File: config.mk
export PLATFORM = sky130hd
export DESIGN_NAME = mt_issue_sched
export DESIGN_NICKNAME = d
export VERILOG_FILES = /design/src/rtl/mt_issue_pkg.sv /design/src/rtl/mt_thread_ctx.sv /design/src/rtl/mt_rr_arb.sv /design/src/rtl/mt_issue_sched.sv
export SDC_FILE = /design/constraint.sdc
export NUM_CORES = 2
export LEC_CHECK = 0
export BUFFER_PORTS_ARGS = -buffer_cell sky130_fd_sc_hd__buf_2
export CAP_MARGIN = 40
export CORE_MARGIN = 4
export CORE_UTILIZATION = 40
export CTS_BUF_LIST = sky130_fd_sc_hd__clkbuf_8
export CTS_CLUSTER_DIAMETER = 40
export CTS_CLUSTER_SIZE = 10
export DETAILED_ROUTE_END_ITERATION = 10
export MAX_ROUTING_LAYER = met4
export SYNTH_ARGS = -nofsm -noshare
export SYNTH_HDL_FRONTEND = slang
export SYNTH_SLANG_ARGS = --single-unit
File: constraint.sdc
create_clock -name clk -period 6.3 [get_ports clk]
set_input_delay 0.315 -clock clk [delete_from_list [all_inputs] [get_ports clk]]
set_output_delay 0.315 -clock clk [all_outputs]
set_load 0.005 [all_outputs]
File: src/rtl/mt_issue_pkg.sv
package mt_issue_pkg;
  typedef enum logic {
    CTX_FREE = 1'b0,
    CTX_WAIT = 1'b1
  } ctx_mode_e;
endpackage

File: src/rtl/mt_thread_ctx.sv
module mt_thread_ctx
  import mt_issue_pkg::*;
#(
  parameter int LA_W = 3
) (
  input  logic            clk,
  input  logic            rst_n,
  input  logic            act_i,
  input  logic            nxt_ld_i,
  input  logic [LA_W-1:0] nxt_la_i,
  input  logic            iss_me_i,
  input  logic            ret_me_i,
  output logic            rdy_o
);

  ctx_mode_e       mode_q, mode_d;
  logic [LA_W-1:0] bud_q, bud_d;
  logic            upd_en;

  // Eligible when free, or waiting with budget left and an independent non-load next.
  assign rdy_o = act_i & ((mode_q == CTX_FREE) |
                          ((bud_q != '0) & ~nxt_ld_i));

  assign upd_en = iss_me_i | ret_me_i;

  always_comb begin
    mode_d = mode_q;
    bud_d  = bud_q;
    if (iss_me_i && (mode_q == CTX_WAIT)) bud_d = bud_q - 1'b1;
    if (ret_me_i) mode_d = CTX_FREE;
    if (iss_me_i && nxt_ld_i) begin
      mode_d = CTX_WAIT;
      bud_d  = nxt_la_i;
    end
  end

  always_ff @(posedge clk or negedge rst_n) begin
    if (!rst_n) begin
      mode_q <= CTX_FREE;
      bud_q  <= '0;
    end else if (upd_en) begin
      mode_q <= mode_d;
      bud_q  <= bud_d;
    end
  end

  // exhausted budget forbids a grant to this thread
  p_zero_budget_blocks_r5: assert property (@(posedge clk) disable iff (!rst_n)
    (mode_q == CTX_WAIT && bud_q == '0) |-> !iss_me_i);

  // an independent issue under a pending load spends one unit of budget
  p_budget_spend_r5: assert property (@(posedge clk) disable iff (!rst_n)
    (iss_me_i && mode_q == CTX_WAIT && !ret_me_i) |=> bud_q == $past(bud_q) - LA_W'(1));

  // no second load while one is outstanding
  p_load_in_window_r6: assert property (@(posedge clk) disable iff (!rst_n)
    (mode_q == CTX_WAIT && nxt_ld_i) |-> !iss_me_i);

  // a tagged return frees the thread
  p_return_wakes_r7: assert property (@(posedge clk) disable iff (!rst_n)
    (ret_me_i && !(iss_me_i && nxt_ld_i)) |=> mode_q == CTX_FREE);

endmodule

File: src/rtl/mt_rr_arb.sv
module mt_rr_arb #(
  parameter int NTHR  = 128,
  parameter int TID_W = $clog2(NTHR)
) (
  input  logic             clk,
  input  logic             rst_n,
  input  logic [NTHR-1:0]  req_i,
  output logic             vld_o,
  output logic [TID_W-1:0] tid_o
);

  logic [TID_W-1:0] lst_q, lst_d;
  logic             lst_vld_q;
  logic [NTHR-1:0]  excl, req_eff, above, req_hi;

  function automatic logic [TID_W-1:0] lowest_set(input logic [NTHR-1:0] v);
    logic [TID_W-1:0] r;
    r = '0;
    for (int i = NTHR - 1; i >= 0; i--) begin
      if (v[i]) r = TID_W'(i);
    end
    return r;
  endfunction

  always_comb begin
    excl = '0;
    if (lst_vld_q) excl[lst_q] = 1'b1;
    for (int i = 0; i < NTHR; i++) above[i] = (i > int'(lst_q));
  end

  assign req_eff = req_i & ~excl;
  assign req_hi  = req_eff & above;
  assign vld_o   = |req_eff;
  assign tid_o   = (|req_hi) ? lowest_set(req_hi) : lowest_set(req_eff);

  always_comb begin
    lst_d = lst_q;
    if (vld_o) lst_d = tid_o;
  end

  always_ff @(posedge clk or negedge rst_n) begin
    if (!rst_n) begin
      lst_q     <= TID_W'(NTHR - 1);
      lst_vld_q <= 1'b0;
    end else begin
      lst_q     <= lst_d;
      lst_vld_q <= vld_o;
    end
  end

  // a grant is only given to a requesting thread
  p_grant_requested_r4: assert property (@(posedge clk) disable iff (!rst_n)
    vld_o |-> req_i[tid_o]);

  // no back-to-back grant to the same thread
  p_no_repeat_r3: assert property (@(posedge clk) disable iff (!rst_n)
    (vld_o && lst_vld_q) |-> tid_o != lst_q);

endmodule

File: src/rtl/mt_issue_sched.sv
module mt_issue_sched
  import mt_issue_pkg::*;
#(
  parameter int NTHR  = 128,
  parameter int LA_W  = 3,
  parameter int TID_W = $clog2(NTHR)
) (
  input  logic                 clk,
  input  logic                 rst_n,
  input  logic [NTHR-1:0]      act_i,
  input  logic [NTHR-1:0]      nxt_ld_i,
  input  logic [NTHR*LA_W-1:0] nxt_la_i,
  input  logic                 ret_vld_i,
  input  logic [TID_W-1:0]     ret_tid_i,
  output logic                 iss_vld_o,
  output logic [TID_W-1:0]     iss_tid_o
);

  logic [NTHR-1:0] rdy;

  for (genvar g = 0; g < NTHR; g++) begin : g_ctx
    logic iss_me, ret_me;
    assign iss_me = iss_vld_o & (iss_tid_o == TID_W'(g));
    assign ret_me = ret_vld_i & (ret_tid_i == TID_W'(g));

    mt_thread_ctx #(.LA_W(LA_W)) u_ctx (
      .clk      (clk),
      .rst_n    (rst_n),
      .act_i    (act_i[g]),
      .nxt_ld_i (nxt_ld_i[g]),
      .nxt_la_i (nxt_la_i[g*LA_W +: LA_W]),
      .iss_me_i (iss_me),
      .ret_me_i (ret_me),
      .rdy_o    (rdy[g])
    );
  end

  mt_rr_arb #(.NTHR(NTHR), .TID_W(TID_W)) u_arb (
    .clk   (clk),
    .rst_n (rst_n),
    .req_i (rdy),
    .vld_o (iss_vld_o),
    .tid_o (iss_tid_o)
  );

  // inactive contexts never issue
  p_active_only_r4: assert property (@(posedge clk) disable iff (!rst_n)
    iss_vld_o |-> act_i[iss_tid_o]);

endmodule

==> impl_metrics.py <==
metrics = {
    "setup_path": {
        "worst-path-max-fanout": 32,
        "r2r-start": "u_arb.lst_q[4]",
        "max_stage_delay_ns": 0.66,
        "reg2reg_depth": 19,
        "crit_arrival_ns": 6.96,
        "end_kind": "flip-flop",
        "r2r_end": "g_ctx[119].u_ctx.bud_q[0]",
        "criticalPathCategory": "reg2reg",
        "cp.required_ns": 6.97,
        "crit_buf_inv": 9,
        "critPathTopFamily": "buffers and inverters",
        "crit_slowest_cell": "or4_1",
        "ff2ff_setup_slack_ns": 0.009,
        "cpMostUsedCell": "buf_4",
        "crit_path_start_kind": "flip-flop",
        "path_cells": "buf_4, or4_1, buf_4, o211ai_1, nand4_1, or4_1, a211oi_2, buf_4, a21oi_1, a211oi_2, a311oi_4, clkinv_2, buf_4, buf_4, nand3_1, buf_12, buf_4, o32a_1, dlygate4sd3_1",
    },
    "power_and_ir_drop": {
        "pwr-share-seq_pct": 18.0,
        "finalPower_w": 0.0226,
        "power_frac_comb_pct": 63.0,
        "power_density_nw_per_um2": 341,
        "clock_power_share_pct": 19.0,
        "switching_share_pct": 50.6,
        "power.internal_w": 0.0112,
        "p_switching_w": 0.0114,
        "p_leak_nw": 29.2,
        "irDropWorstVdd_mv": 0.476,
    },
    "floorplan": {
        "rows": 121,
        "core_area_um2": 109000,
        "start_util_pct": 40.4,
        "dieArea_um2": 116000,
        "ioPinCount": 658,
        "die_width_um": 340,
        "die_h_um": 340,
    },
    "synth": {
        "yosysUniqueCellTypes": 99,
        "yosysTopAreaCellShare_pct": 29.1,
        "synth-async-reset-ratio_pct": 100,
        "synth_top_family_by_area": "simple AND/OR/NAND/NOR gates",
        "synth_seq_cells": 520,
        "yosys_warnings": 0,
        "synthSimpleGateAreaFrac_pct": 27.3,
        "syn-instance-count": 5484,
        "syn_nets": 6390,
        "synth.mux.area_fraction_pct": 2.70,
        "synth_top_area_cell": "dfrtp_1",
        "synthAdderAreaFrac_pct": 7.27,
        "yosysMostFrequentCell": "dfrtp_1",
        "synthTopCellsByCount": "dfrtp_1, nand2_1, nor2_1, nand3_1, inv_1",
        "synth_xor_xnor_area_share_pct": 0,
        "yosysSeqAreaShare_pct": 29.6,
        "synthTopCellsByArea": "dfrtp_1, ha_1, nand2_1",
        "ys.flop_type": "dfrtp_1",
        "syn_area_per_cell_um2": 8.03,
        "synth_compound_area_share_pct": 27.1,
        "synth_area_um2": 44100,
        "synth-edff-count": 0,
    },
    "sta": {
        "final_hold_viol_count": 0,
        "timing.fmax_ghz": 0.159,
        "worst_pin_slew_ns": 0.977,
        "finalSetupViolCount": 0,
        "holdWs_ns": 0.0668,
        "rsz0062_at_grt": "yes",
        "skew_ns": 0.0682,
        "slew_violations": 0,
        "fin_crit_sh_pct": 99.8,
        "setup_tns_ns": 0,
        "slew_headroom_pct": 34.2,
        "period_minus_slack_ns": 6.29,
    },
    "clock_network": {
        "htreeDepth": 3,
        "clkSinkCount": 520,
        "cts_made_buffers": 107,
        "clkTransAtPathRegs_ns": 0.06,
        "clk_path_buf_depth": 3,
        "clkLatencyLatePin_ns": 0.84,
        "root_buffer": "clkbuf_8",
        "cts_tree": "done",
    },
    "outcome": {
        "status": "completed",
    },
    "min_path": {
        "worstHoldPathType": "in2reg",
        "min_from": "ret_tid_i[2]",
        "hold_end": "g_ctx[99].u_ctx.mode_q",
        "min_path_cells": 4,
    },
    "layout": {
        "layout-drive-gt1-share_pct": 23.8,
        "utilization_pct": 60.6,
        "fillers": 9514,
        "final_nets": 8444,
        "multi_input_area_um2": 28800,
        "regArea_um2": 13000,
        "area_growth_pct": 50.2,
        "final_cell_area_um2": 66200,
    },
    "place": {
        "placed_area_um2": 54700,
        "dp_hpwl_mm": 197,
        "io_buffer_count": 657,
        "routabilityCongestion": 1.06,
    },
    "global_routing": {
        "grt_pass1_vias": 55800,
        "grt_start_max_net_pins": 131,
        "grt_pass1_wl_mm": 371,
        "antenna_found_initial": 69,
        "grt.overflow.total": 0,
        "gr-usage-all-layers_pct": 44.0,
    },
    "routing": {
        "drc_errors": 0,
        "ant_nets": 0,
        "vias_per_cell": 6.24,
        "vias": 57200,
        "drtPass1Iterations": 8,
        "drt_wl_total_mm": 258,
        "drt_iter0_drc": 6409,
        "wl_per_cell_um": 28.2,
    },
    "flow_run": {
        "maxCapViolations": 0,
    },
}
-- area by class of cell --
cell class | count | area share [%]
Inverter | 310 | 1.77
Clock inverter | 72 | 1.29
Clock buffer | 121 | 2.52
Multi-Input combinational cell | 4286 | 43.5
Tap cell | 1476 | 2.79
Timing Repair Buffer | 2313 | 28.2
Sequential cell | 520 | 19.7
Antenna cell | 74 | 0.280
-- flip-flops by register name (all words and copies together) (netlist names) --
| register | count |
|---|---|
| g_ctx.u_ctx.bud_q | 384 |
| g_ctx.u_ctx.mode_q | 128 |
| u_arb.lst_q | 7 |
| u_arb.lst_vld_q | 1 |
-- worst min-delay path, cell delays in order --
cell and delay (ns):
buf_2 0.19, nor3_4 0.13, nand2_1 0.09, a32o_1 0.12
-- logic make-up after synthesis --
| kind of cell | Yosys count |
|---|---|
| AND/OR/NAND/NOR | 2273 |
| buffers and inverters | 678 |
| multiplexers | 118 |
| adder cells (fa/ha/maj) | 256 |
| flip-flops | 520 |
| AO/OA/AOI/OAI | 1639 |
-- timing repair --
item                                   CTS  global route
hold buffers                           847             0
buffers inserted                         0             6
endpoints found under the hold margin  585             0
setup endpoints to repair                1           159
pin swaps                                0             3
gates resized for setup                  6            41
-- layer usage --
metal	wire length (um)	global-route usage [%]
met5	0	-
met4	17400	24.4
met3	27200	11.5
met2	110000	64.6
met1	103000	55.0
-- through the flow --
stage | instances | setup WS (ns)
floorplan | 5484 | 1.61
finish | 9172 | 0.00949
detailed placement | 8049 | 0.352
global route | 9159 | -0.0178
CTS | 9089 | 0.0202
global placement | 8037 | 0.265
-- worst max path at each step --
stage / slack (ns) / start / to / cells after the start
floorplan: 1.61 / u_arb.lst_q[1] / g_ctx[16].u_ctx.bud_q[0] / 18
global placement: 0.27 / u_arb.lst_q[2] / g_ctx[123].u_ctx.bud_q[2] / 20
detailed placement: 0.35 / u_arb.lst_q[4] / g_ctx[46].u_ctx.bud_q[2] / 19
CTS: 0.02 / u_arb.lst_q[3] / iss_tid_o[0] / 19
global route: -0.02 / u_arb.lst_q[4] / g_ctx[27].u_ctx.bud_q[2] / 19
finish: 0.009 / u_arb.lst_q[4] / g_ctx[119].u_ctx.bud_q[0] / 19
-- cells in the final DEF (no fill, tap or decap), types with 141 or more instances in the layout --
master and instances:
nand2_1 484, buf_4 731, inv_1 313, nand4_1 258, dfrtp_1 513, nor2_1 345
nor2b_1 141, o21ai_0 285, nor3_1 165, buf_2 660, ha_1 256, a21oi_1 179
dlygate4sd3_1 847, a31oi_1 151, nand3_1 323
-- power by group through the flow --
stage / logic, W / clock network [W] / registers, W
6_report: 0.0142 / 0.00429 / 0.00407
5_1_grt: 0.0147 / 0.00448 / 0.00411
4_1_cts: 0.0135 / 0.00433 / 0.00405
3_5_place_dp: 0.0130 / 0 / 0.00410
3_3_place_gp: 0.0130 / 0 / 0.00409
2_1_floorplan: 0.00588 / 0 / 0.00393
Power figures use the tool's default switching activity.
